File: config.mk
export PLATFORM = sky130hd
export DESIGN_NAME = tmp_alarm_evt
export DESIGN_NICKNAME = d
export VERILOG_FILES = /design/src/rtl/tmp_alarm_pkg.sv /design/src/rtl/tmp_cfg_regs.sv /design/src/rtl/tmp_thr_trk.sv /design/src/rtl/tmp_evt_ctrl.sv /design/src/rtl/tmp_alarm_evt.sv
export SDC_FILE = /design/constraint.sdc
export NUM_CORES = 1
export LEC_CHECK = 0
export ABC_AREA = 1
export BUFFER_PORTS_ARGS = -buffer_cell sky130_fd_sc_hd__buf_2
export CAP_MARGIN = 20
export CORE_ASPECT_RATIO = 1.1
export CORE_UTILIZATION = 57
export CTS_BUF_LIST = sky130_fd_sc_hd__clkbuf_8
export CTS_CLUSTER_DIAMETER = 50
export DETAILED_ROUTE_END_ITERATION = 12
export GPL_TIMING_DRIVEN = 1
export PLACE_DENSITY = 0.77
export SETUP_SLACK_MARGIN = 0.5
export SLEW_MARGIN = 15
export SYNTH_ARGS = -nofsm -noshare
export SYNTH_HDL_FRONTEND = slang
export SYNTH_SLANG_ARGS = --single-unit
File: constraint.sdc
create_clock -name clk -period 3.4 [get_ports clk]
set_clock_uncertainty 0.1 [all_clocks]
set_input_delay 0.68 -clock clk [delete_from_list [all_inputs] [get_ports clk]]
set_output_delay 0.68 -clock clk [all_outputs]
set_load 0.05 [all_outputs]
File: src/rtl/tmp_alarm_pkg.sv
package tmp_alarm_pkg;

    typedef enum logic [1:0] {
        MODE_INTR = 2'd0,
        MODE_COMP = 2'd1,
        MODE_CRIT = 2'd2,
        MODE_CRT2 = 2'd3
    } mode_e;

    typedef struct packed {
        logic       en;
        logic [1:0] hyst;
        mode_e      mode;
    } ctl_t;

    localparam int NCOND    = 3;
    localparam int C_BELOW  = 0;
    localparam int C_ABOVE  = 1;
    localparam int C_CRIT   = 2;
    localparam int HQ_W     = 5;

    // release margin in quarter-degree steps
    function automatic logic [HQ_W-1:0] hyst_steps(input logic [1:0] code);
        case (code)
            2'd0:    hyst_steps = 5'd0;
            2'd1:    hyst_steps = 5'd6;
            2'd2:    hyst_steps = 5'd12;
            default: hyst_steps = 5'd24;
        endcase
    endfunction

    function automatic logic is_crit_only(input mode_e m);
        is_crit_only = (m == MODE_CRIT) || (m == MODE_CRT2);
    endfunction

endpackage

File: src/rtl/tmp_cfg_regs.sv
module tmp_cfg_regs
    import tmp_alarm_pkg::*;
#(
    parameter int TW = 11,
    parameter int AW = 2
) (
    input  logic                 clk,
    input  logic                 rst,
    input  logic                 wr_en_i,
    input  logic [AW-1:0]        wr_addr_i,
    input  logic [TW-1:0]        wr_data_i,
    output logic signed [TW-1:0] lim_lo_o,
    output logic signed [TW-1:0] lim_hi_o,
    output logic signed [TW-1:0] lim_cr_o,
    output ctl_t                 ctl_o
);
    localparam int A_LO  = 0;
    localparam int A_HI  = 1;
    localparam int A_CR  = 2;
    localparam int A_CTL = 3;

    always_ff @(posedge clk) begin
        if (rst) begin
            lim_lo_o <= '0;
            lim_hi_o <= '0;
            lim_cr_o <= '0;
            ctl_o    <= '{en: 1'b0, hyst: 2'd0, mode: MODE_INTR};
        end else if (wr_en_i) begin
            case (int'(wr_addr_i))
                A_LO:  lim_lo_o <= signed'(wr_data_i);
                A_HI:  lim_hi_o <= signed'(wr_data_i);
                A_CR:  lim_cr_o <= signed'(wr_data_i);
                A_CTL: begin
                    ctl_o.mode <= mode_e'(wr_data_i[1:0]);
                    ctl_o.hyst <= wr_data_i[3:2];
                    ctl_o.en   <= wr_data_i[4];
                end
                default: ;
            endcase
        end
    end
endmodule

File: src/rtl/tmp_thr_trk.sv
module tmp_thr_trk
    import tmp_alarm_pkg::*;
#(
    parameter int TW        = 11,
    parameter bit TRIP_HIGH = 1'b1
) (
    input  logic signed [TW-1:0] temp_i,
    input  logic signed [TW-1:0] lim_i,
    input  logic [HQ_W-1:0]      hq_i,
    input  logic                 act_i,
    output logic                 act_o
);
    localparam int EW = TW + 2;

    logic signed [EW-1:0] t_x, l_x, h_x;
    logic trip, rel;

    assign t_x = signed'({{2{temp_i[TW-1]}}, temp_i});
    assign l_x = signed'({{2{lim_i[TW-1]}}, lim_i});
    assign h_x = signed'({{(EW-HQ_W){1'b0}}, hq_i});

    generate
        if (TRIP_HIGH) begin : g_high
            always_comb begin
                trip = t_x > l_x;
                rel  = t_x <= (l_x - h_x);
            end
        end else begin : g_low
            always_comb begin
                trip = t_x < l_x;
                rel  = t_x >= (l_x + h_x);
            end
        end
    endgenerate

    assign act_o = act_i ? !rel : trip;
endmodule

File: src/rtl/tmp_evt_ctrl.sv
module tmp_evt_ctrl
    import tmp_alarm_pkg::*;
(
    input  logic             clk,
    input  logic             rst,
    input  logic             vld_i,
    input  logic             clr_i,
    input  ctl_t             ctl_i,
    input  logic [NCOND-1:0] cause_nxt_i,
    output logic [NCOND-1:0] cause_q_o,
    output logic             evt_o
);
    logic int_q, int_d;
    logic win_chg;
    logic mode_sel;

    assign win_chg = vld_i &&
        ((cause_nxt_i[C_ABOVE] != cause_q_o[C_ABOVE]) ||
         (cause_nxt_i[C_BELOW] != cause_q_o[C_BELOW]));

    always_comb begin
        if (!ctl_i.en || ctl_i.mode != MODE_INTR) int_d = 1'b0;
        else if (win_chg)                         int_d = 1'b1;
        else if (clr_i)                           int_d = 1'b0;
        else                                      int_d = int_q;
    end

    always_ff @(posedge clk) begin
        if (rst) begin
            cause_q_o <= '0;
            int_q     <= 1'b0;
        end else begin
            if (vld_i) cause_q_o <= cause_nxt_i;
            int_q <= int_d;
        end
    end

    always_comb begin
        case (ctl_i.mode)
            MODE_INTR: mode_sel = int_q;
            MODE_COMP: mode_sel = cause_q_o[C_ABOVE] | cause_q_o[C_BELOW];
            default:   mode_sel = 1'b0;
        endcase
    end

    assign evt_o = ctl_i.en & (cause_q_o[C_CRIT] | mode_sel);
endmodule

File: src/rtl/tmp_alarm_evt.sv
module tmp_alarm_evt
    import tmp_alarm_pkg::*;
#(
    parameter int TW = 11,
    parameter int AW = 2
) (
    input  logic          clk,
    input  logic          rst,
    input  logic          temp_vld_i,
    input  logic [TW-1:0] temp_i,
    input  logic          wr_en_i,
    input  logic [AW-1:0] wr_addr_i,
    input  logic [TW-1:0] wr_data_i,
    input  logic          clr_i,
    output logic          evt_n_o,
    output logic [2:0]    stat_o
);
    logic signed [TW-1:0] lim_lo, lim_hi, lim_cr;
    logic signed [TW-1:0] lim_a [NCOND];
    ctl_t                 cfg;
    logic [HQ_W-1:0]      hq;
    logic [NCOND-1:0]     cause_q, cause_nxt;
    logic                 evt;

    tmp_cfg_regs #(.TW(TW), .AW(AW)) u_regs (
        .clk      (clk),
        .rst      (rst),
        .wr_en_i  (wr_en_i),
        .wr_addr_i(wr_addr_i),
        .wr_data_i(wr_data_i),
        .lim_lo_o (lim_lo),
        .lim_hi_o (lim_hi),
        .lim_cr_o (lim_cr),
        .ctl_o    (cfg)
    );

    assign lim_a[C_BELOW] = lim_lo;
    assign lim_a[C_ABOVE] = lim_hi;
    assign lim_a[C_CRIT]  = lim_cr;
    assign hq = hyst_steps(cfg.hyst);

    for (genvar g = 0; g < NCOND; g++) begin : g_trk
        tmp_thr_trk #(.TW(TW), .TRIP_HIGH(g != C_BELOW)) u_trk (
            .temp_i(signed'(temp_i)),
            .lim_i (lim_a[g]),
            .hq_i  (hq),
            .act_i (cause_q[g]),
            .act_o (cause_nxt[g])
        );
    end

    tmp_evt_ctrl u_ctrl (
        .clk        (clk),
        .rst        (rst),
        .vld_i      (temp_vld_i),
        .clr_i      (clr_i),
        .ctl_i      (cfg),
        .cause_nxt_i(cause_nxt),
        .cause_q_o  (cause_q),
        .evt_o      (evt)
    );

    assign evt_n_o = ~evt;
    assign stat_o  = cause_q;
endmodule

Word-level counts from Yosys, hierarchy flattened:

Cells that the tools add are included.
W data, S select, Z words.

* register bits after elaboration: 42
* logic and storage cells: 53

* add/subtract/negate cells: 3
* $lt $le $gt $ge: 6
* eq/ne operators: 8
* muxes and demuxes: 7
* bitwise gates (word level): 4
* reduce and logical (&&, ||, !) cells: 17

Operators by type and width (number)
* $le A11 B12 Y1: 2
* $sub A11 B6 Y12: 2
* $gt A11 B11 Y1: 2
* $pmux W5 S3: 1
* $add A11 B6 Y12: 1
* $ge A11 B12 Y1: 1
* $lt A11 B11 Y1: 1
* $reduce_and A2 Y1: 4
* $eq A2 B1 Y1 const B: 3
* $eq A2 B2 Y1 const B: 3
* $logic_not A2 Y1: 3
* $mux W1: 5
* $logic_not A1 Y1: 4
* $reduce_bool A2 Y1: 2
* $logic_or A1 B1 Y1: 2
* $ne A1 B1 Y1: 2
* $or A1 B1 Y1: 2
* $pmux W1 S2: 1
* $reduce_or A2 Y1: 1
* $and A1 B1 Y1: 1
* $logic_and A1 B1 Y1: 1
* $not A1 Y1: 1

Depth between registers and ports, before layout:

Gate-level depths: netlist of run 1.

* depth in word-level cells: 10
* gate-level depth with buffers: 26
* mapped depth without buffers: 26

Modules after synthesis:

Synthesis of run 1 repeated with hierarchy kept, for this count alone.

* cell total of the unflattened synthesis: 753
* area total of the unflattened synthesis: 4765.8 um2

By module, submodules not included
* tmp_thr_trk (g_trk[1].u_trk ...): times used 2, cells an instance 158, area an instance 984.7 um2, sequential area each 0.0 um2
* tmp_cfg_regs: times used 1, cells an instance 248, area an instance 1600.3 um2, sequential area each 760.7 um2
* tmp_thr_trk (g_trk[0].u_trk): times used 1, cells an instance 145, area an instance 910.9 um2, sequential area each 0.0 um2
* tmp_evt_ctrl: times used 1, cells an instance 33, area an instance 217.7 um2, sequential area each 80.1 um2
* tmp_alarm_evt: times used 1, cells an instance 11, area an instance 67.6 um2, sequential area each 0.0 um2

Worst setup path after synthesis of run 1:

Ideal clock, no wire load.

* kind: reg-to-reg
* start point: reg u_regs.ctl_o[2] (netlist bit)
* end point: reg u_ctrl.int_q
* library setup time: 0.064 ns
* data arrival time: 2.986 ns
* required time: 3.236 ns
* path slack: 0.250 ns
* cell stages (with the launch flop): 27
* path through: dfxtp_1 -> inv_1 -> ha_1 -> nor2_4 -> inv_1 -> ha_1 -> nand3_1 -> nand2_1 -> nand2_1 -> nand2_1 -> nand2_2 -> nor3_2 -> nand3_1 -> xor2_1 -> ha_1 -> nand2_1 -> inv_1 -> nand2_1 -> nor2_1 -> nand2_1 -> nand3_1 -> nand2_1 -> nand3_1 -> nand2_1 -> a21oi_1 -> nor2_1 -> nor2_1

* word-level cells in the longest chain between the ends: 10
* elaborated cells between the ends (all ways): 18
* classes of those cells: 2 x add/sub; 2 x order compare; 4 x eq/ne; 4 x mux; 6 x reduce/logical

Ends and longest elaborated chain
* from (decl): RTL line tmp_cfg_regs.sv:15 `output ctl_t ctl_o`
* from (signal assigned): RTL line tmp_cfg_regs.sv:27 `ctl_o <= '{en: 1'b0, hyst: 2'd0, mode: MODE_INTR};`
* $eq A2 B2 Y1, or another cell as far along: RTL line tmp_alarm_pkg.sv:24 `case (code)`
* $pmux W5 S3 (*): RTL line tmp_alarm_pkg.sv:24
* $sub A11 B6 Y12 / $add A11 B6 Y12 (equally long branches): RTL line tmp_thr_trk.sv:26, tmp_thr_trk.sv:31
* $le A11 B12 Y1 / $ge A11 B12 Y1 (equally long branches): RTL line tmp_thr_trk.sv:26, tmp_thr_trk.sv:31
* $logic_not A1 Y1: RTL line tmp_thr_trk.sv:36 `assign act_o = act_i ? !rel : trip;`
* $mux W1: RTL line tmp_thr_trk.sv:36
* $ne A1 B1 Y1, on equally long branches: RTL line tmp_evt_ctrl.sv:18, tmp_evt_ctrl.sv:19
* $logic_or A1 B1 Y1 (*): RTL line tmp_evt_ctrl.sv:18 `((cause_nxt_i[C_ABOVE] != cause_q_o[C_ABOVE]) ||`
* $logic_and A1 B1 Y1 (*): RTL line tmp_evt_ctrl.sv:17 `assign win_chg = vld_i &&`
* $mux W1 / $reduce_bool A2 Y1 (equally long branches)
* to (signal assigned): RTL line tmp_evt_ctrl.sv:34 `int_q <= int_d;`
* to (decl): RTL line tmp_evt_ctrl.sv:13 `logic int_q, int_d;`

Mark *: on every way between the ends. The rest lies on a longest branch, timed or not.
A chain may end at the register's enable or synchronous reset.

Worst setup path in the final report of run 1:

Ends and elaborated chain as after synthesis.

==> results_dict.tcl, run 1 <==
set metrics [dict create \
    tightestPinTransition_ps 996 \
    crit_path_start_kind "flip-flop" \
    fillers 608 \
    die_y_um 90.8 \
    vias 3969 \
    placedInstanceArea_um2 4350 \
    clk_latency_ps 300 \
    holdPathEnd "u_regs.ctl_o[4]$_SDFFE_PP0P_" \
    synthesis.nets 685 \
    drtIter0Drc 188 \
    die_w_um 82.7 \
    dr.pass1.iters 4 \
    antenna_cells 0 \
    rsz0062_at_grt "yes" \
    end_kind "flip-flop" \
    final_core_util_pct 67.3 \
    port_buffers 32 \
    r2r-end "u_ctrl.int_q$_SDFFE_PP0P_" \
    ant_nets 0 \
    leakage_uw 0.00221 \
    avgSynthCellArea_um2 7.11 \
    slew_headroom_pct 33.5 \
    powerDensity_nw_per_um2 341 \
    rr_worst_depth 26 \
    dieArea_um2 7510 \
    r2r_slack_ps 200 \
    crit_type "flip-flop to flip-flop" \
    status "completed" \
    syn_area_um2 4080 \
    crit_arrival_ps 3290 \
    io_pins 33 \
    hold_viol_final 0 \
    crit_fanout 4 \
    hpwl_um 8370 \
    setup_viol 0 \
    finalCritPeriodShare_pct 94.1 \
    cts_sinks 42 \
    ys_seq_area_share_pct 20.6 \
    ys.flop_type "dfxtp_1" \
    min_path_cells 2 \
    nNetsFinal 725 \
    setup_tns_ps 0 \
    fmax_mhz 312 \
    ys_warn_count 0 \
    cts_buffer_depth 2 \
    slowest_stage "dfxtp_4" \
    cts_inserted_buffers 5 \
    cts_tree "built" \
    ir_drop_mv 0.197 \
    hold_start "u_regs.ctl_o[4]$_SDFFE_PP0P_" \
    final_layout_size_suffix_gt1_share_pct 18.2 \
    row_count 32 \
    slew_violations 0 \
    cp.required_ps 3490 \
    gp_congestion 0.957 \
    synth_seq_cells 42 \
    grt_pass1_vias 4054 \
    postLayoutCellArea_um2 4690 \
    wire_per_inst_um 15.5 \
    grt_max_degree 40 \
    worstReg2RegStart "u_regs.ctl_o[2]$_SDFFE_PP0P_" \
    hp-class "flip-flop to flip-flop" \
    period_minus_slack_ps 3200 \
    synth.area.top_cells "ha_1 24%, dfxtp_1 21%, nand2_1 9.1%" \
    slowest_delay_ps 400 \
    syn_inst 574 \
    synth-async-reset-ratio_pct 0 \
    synth_top_area_share_pct 24.2 \
    synth_edf_count 0 \
    syn_to_final_growth_pct 14.8 \
    antenna_found_initial 0 \
    p_total_uw 1600 \
    cpMostUsedCell "nand2_1" \
    root_buffer "clkbuf_8" \
    clk_pin_slew_ps 80 \
    postRouteWirelength_um 10900 \
    vias_per_cell 5.68 \
    grt_usage_pct 31.2 \
    drv_cap 0 \
    drc 0 \
    ys_types 30 \
    grt_pass1_wl_um 17900 \
    initial_core_util_pct 58.6 \
    yosys.area.top_type "ha_1" \
    overflow 0 \
    h-tree-depth 2 \
    core-area_um2 6970 \
]
## metrics by stage
stage                     hold WS, ps  std cells  setup WS (ps)
after floorplan                   344        574            363
after global placement            365        679           94.5
after detailed placement          378        679           62.1
after CTS                         390        694            226
after global routing              407        699          -5.56
final                             385        699            199
## Yosys cell counts (3+ instances only)
| cell type | count |
|---|---|
| nand3_1 | 29 |
| nand2_1 | 99 |
| xnor2_1 | 4 |
| ha_1 | 79 |
| inv_1 | 90 |
| o21a_1 | 3 |
| xor2_1 | 18 |
| a21o_1 | 4 |
| buf_4 | 3 |
| clkbuf_1 | 10 |
| xor2_2 | 3 |
| a21oi_1 | 68 |
| nor2_1 | 33 |
| o21ai_0 | 47 |
| nand4_1 | 18 |
| nand2_2 | 3 |
| dfxtp_1 | 42 |
| fa_1 | 3 |
| nand3_2 | 3 |
## worst max-delay path, delay by kind of cell, from the launching register on
kind	cells	cell delay (ps)
buffers and inverters	4	280
AO/OA/AOI/OAI	1	60
XOR/XNOR	1	190
AND/OR/NAND/NOR	17	1360
flip-flops	1	400
adder cells (fa/ha/maj)	3	710
## how the worst max path moves through the flow
stage | start | endpoint | slack, ps | cells past startpoint
global route | u_regs.ctl_o[2]$_SDFFE_PP0P_ | u_ctrl.int_q$_SDFFE_PP0P_ | -6 | 26
global placement | u_regs.ctl_o[3]$_SDFFE_PP0P_ | u_ctrl.int_q$_SDFFE_PP0P_ | 90 | 23
floorplan | u_regs.ctl_o[2]$_SDFFE_PP0P_ | u_ctrl.int_q$_SDFFE_PP0P_ | 360 | 26
detailed placement | u_regs.ctl_o[2]$_SDFFE_PP0P_ | u_ctrl.int_q$_SDFFE_PP0P_ | 60 | 25
CTS | u_regs.ctl_o[2]$_SDFFE_PP0P_ | u_ctrl.int_q$_SDFFE_PP0P_ | 230 | 26
finish | u_regs.ctl_o[2]$_SDFFE_PP0P_ | u_ctrl.int_q$_SDFFE_PP0P_ | 200 | 26
## cells by family (layout without fill, tap and decap cells)
logic type	after synthesis	after routing	synth area share, %
AO/OA/AOI/OAI	128	128	16.5
flip-flops	42	42	20.6
adder cells (fa/ha/maj)	82	82	25.7
AND/OR/NAND/NOR	194	194	21.6
XOR/XNOR	25	25	5.91
buffers and inverters	103	143	9.74
## timing repair
action,in CTS,in global routing
hold endpoints to repair,0,0
gates resized for setup,26,15
hold buffers,0,0
endpoints found under the setup margin,4,4
pin swaps,24,12
setup buffers,8,5
## flip-flops by register name, summed over array words and instances (netlist names)
register	count
u_ctrl.cause_q_o	3
u_ctrl.int_q	1
u_regs.ctl_o	5
u_regs.lim_cr_o	11
u_regs.lim_hi_o	11
u_regs.lim_lo_o	11
## layout make-up
| class | count | area [um^2] | share of cell area, % |
|---|---|---|---|
| multi-input combinational | 429 | 3050 | 65.0 |
| clock buffer | 5 | 68.8 | 1.47 |
| sequential | 42 | 848 | 18.1 |
| clock inverter | 2 | 10.0 | 0.214 |
| tap | 85 | 106 | 2.27 |
| timing repair buffer | 46 | 265 | 5.66 |
| inverter | 90 | 343 | 7.31 |
## per-layer routing
layer	track usage [%]	up-vias	share of wire [%]
met1	37.7	1861	42
li1	-	1991	-
met5	0	-	0
met2	55.3	93	50
met4	11.5	0	2.7
met3	3.13	24	4.4
## report_power, final
group / internal, uW / total (uW) / switching, uW / leakage (uW)
clock network: 138 / 321 / 182 / 0.0000438
logic: 302 / 732 / 431 / 0.00182
registers: 519 / 547 / 28.0 / 0.000345
## cells in the final DEF (no fill, tap or decap), types with 3 or more instances in the layout
master and instances:
dfxtp_1 40, a21oi_1 62, ha_4 6, xor2_1 18, nor2_2 3, buf_2 32
xnor2_1 4, nand4_1 18, a21oi_2 6, o21ai_1 4, o21a_1 3, nand2_1 94
nand3_2 10, fa_2 3, nand3_1 22, a21o_1 4, ha_1 68, o21ai_0 42
inv_1 86, ha_2 5, o21ai_2 4, nand2_2 8, clkbuf_8 5, buf_4 14
nor2_1 31
(Power assumes the default switching activity.)
==> inputs of run 2 (changes only) <==
--- a/config.mk
+++ b/config.mk
@@ -8,7 +8,7 @@
 export ABC_AREA = 1
 export BUFFER_PORTS_ARGS = -buffer_cell sky130_fd_sc_hd__buf_2
 export CAP_MARGIN = 20
-export CORE_ASPECT_RATIO = 1.1
+export CORE_ASPECT_RATIO = 0.9
 export CORE_UTILIZATION = 57
 export CTS_BUF_LIST = sky130_fd_sc_hd__clkbuf_8
 export CTS_CLUSTER_DIAMETER = 50
==> results_dict.tcl, run 2 (synthesis results as in run 1) <==
set metrics [dict create \
    status "completed" \
    p_int_uw 1000 \
    cts_inserted_buffers 5 \
    end_kind "flip-flop" \
    layout_commonest_cell "nand2_1" \
    setup_viol 0 \
    cts_buffer_depth 2 \
    vias 3973 \
    setup_tns_ps 0 \
    powerDensity_nw_per_um2 341 \
    rr_worst_depth 25 \
    wire_per_inst_um 16.2 \
    syn_to_final_growth_pct 19.0 \
    top_regs "u_regs.lim_cr_o x11, u_regs.lim_hi_o x11, u_regs.lim_lo_o x11" \
    drtIter0Drc 271 \
    cts_tree "built" \
    cp.required_ps 3490 \
    period_minus_slack_ps 3240 \
    core-area_um2 6760 \
    slew_headroom_pct 36.0 \
    port_buffers 32 \
    final_cells 710 \
    ant_nets 0 \
    cts_sinks 42 \
    vias_per_cell 5.60 \
    r2r_slack_ps 160 \
    power_frac_seq_pct 33.0 \
    combPwrFrac_pct 46.3 \
    postRouteWirelength_um 11500 \
    grt_usage_pct 31.1 \
    layout_common_cells "90 x nand2_1, 82 x inv_1, 67 x ha_1" \
    rsz0062_at_grt "yes" \
    finalCritPeriodShare_pct 95.2 \
    grt_pass1_vias 3804 \
    setup.worst_path.start "u_regs.ctl_o[2]$_SDFFE_PP0P_" \
    io_pins 33 \
    grt_max_degree 40 \
    dr.pass1.iters 5 \
    crit_arrival_ps 3330 \
    worstReg2RegStart "u_regs.ctl_o[2]$_SDFFE_PP0P_" \
    swShare_pct 39.5 \
    tightestPinTransition_ps 959 \
    placed_cells 684 \
    die_y_um 82.3 \
    slew_violations 0 \
    gr-max-usage-layer "met2" \
    clk_latency_ps 300 \
    crit_type "flip-flop to flip-flop" \
    overflow 0 \
    p_clk_share_pct 20.7 \
    leakage_uw 0.00226 \
    fin_ws_ps 164 \
    grt_pass1_wl_um 18100 \
    dieArea_um2 7510 \
    met2_usage_pct 56.5 \
    root_buffer "clkbuf_8" \
    gp_congestion 0.875 \
    fillers 550 \
    initial_core_util_pct 60.4 \
    drc 0 \
    crit_path_start_kind "flip-flop" \
    drv_cap 0 \
    clk_pin_slew_ps 90 \
    use_met1_pct 39.9 \
    antenna_cells 0 \
    antenna_found_initial 0 \
    post-place-ws_ps 45.0 \
    hold_buffers 0 \
    crit_path_end "u_ctrl.int_q$_SDFFE_PP0P_" \
    fmax_mhz 309 \
    final_layout_size_suffix_gt1_share_pct 20.6 \
    final_core_util_pct 71.9 \
    p_switching_uw 656 \
    row_count 28 \
    hp-class "flip-flop to flip-flop" \
    crit_fanout 4 \
    grtUsageMet3_pct 2.75 \
    hold_viol_final 0 \
    ir_drop_mv 0.163 \
    r2r-end "u_ctrl.int_q$_SDFFE_PP0P_" \
    nNetsFinal 730 \
    hpwl_um 8540 \
    h-tree-depth 2 \
    die_w_um 91.2 \
]
-- run 2: worst min-delay path by stage --
stage                     slack [ps]                           end  cells after the start                          from
final                            390  u_regs.ctl_o[1]$_SDFFE_PP0P_                      2  u_regs.ctl_o[1]$_SDFFE_PP0P_
after global routing             430  u_regs.ctl_o[1]$_SDFFE_PP0P_                      2  u_regs.ctl_o[1]$_SDFFE_PP0P_
after CTS                        390  u_regs.ctl_o[1]$_SDFFE_PP0P_                      2  u_regs.ctl_o[1]$_SDFFE_PP0P_
after detailed placement         380  u_regs.ctl_o[1]$_SDFFE_PP0P_                      2  u_regs.ctl_o[1]$_SDFFE_PP0P_
after global placement           370  u_regs.ctl_o[1]$_SDFFE_PP0P_                      2  u_regs.ctl_o[1]$_SDFFE_PP0P_
after floorplan                  340  u_regs.ctl_o[1]$_SDFFE_PP0P_                      2  u_regs.ctl_o[1]$_SDFFE_PP0P_
-- run 2: power by group through the flow --
stage	Clock, uW	Combinational, uW	Sequential (uW)
4_1_cts	342	692	546
2_1_floorplan	0	486	549
6_report	344	767	547
5_1_grt	359	868	551
3_3_place_gp	0	615	554
3_5_place_dp	0	639	555
-- run 2: area by class of cell --
type	count	area [um^2]	area share [%]
multi-input combinational	429	3150	64.8
sequential	42	848	17.5
inverter	90	345	7.11
timing repair buffer	51	310	6.39
tap	90	113	2.32
clock buffer	6	82.6	1.70
clock inverter	2	8.76	0.180
-- run 2: critical path: stages (launching register included) --
cell,delay (ps)
dfxtp_4,400
inv_4,50
ha_4,300
inv_6,60
ha_4,260
nand3_2,50
nand2_2,60
nand2_1,50
nand2_1,80
nand2_2,80
nor3_4,220
nand3_2,110
xor2_1,160
ha_1,290
nand2_2,90
inv_2,50
nand2_4,60
inv_1,40
nand2_1,90
nand3_1,90
nand2_1,90
nand3_2,70
nand2_1,80
a21oi_2,50
nor2_1,100
nor2_1,40
-- run 2: what timing repair did --
| item | CTS | global route |
|---|---|---|
| hold endpoints to repair | 0 | 0 |
| setup endpoints to repair | 4 | 4 |
| pin swaps | 28 | 31 |
| gates cloned | 0 | 0 |
| setup buffers | 9 | 9 |
| gates resized for setup | 34 | 28 |
-- run 2: routing by layer --
| layer | vias to the layer above | wire (um) |
|---|---|---|
| li1 | 1996 | - |
| met1 | 1811 | 5190 |
| met2 | 139 | 5370 |
| met3 | 27 | 626 |
| met4 | 0 | 323 |
| met5 | - | 0 |
-- run 2: through the flow --
step                hold WS, ps  power [uW]  area [um^2]
floorplan                   344        1030         4140
global placement            367        1170         4360
detailed placement          381        1190         4360
CTS                         392        1580         4670
global route                427        1780         4860
finish                      393        1660         4860
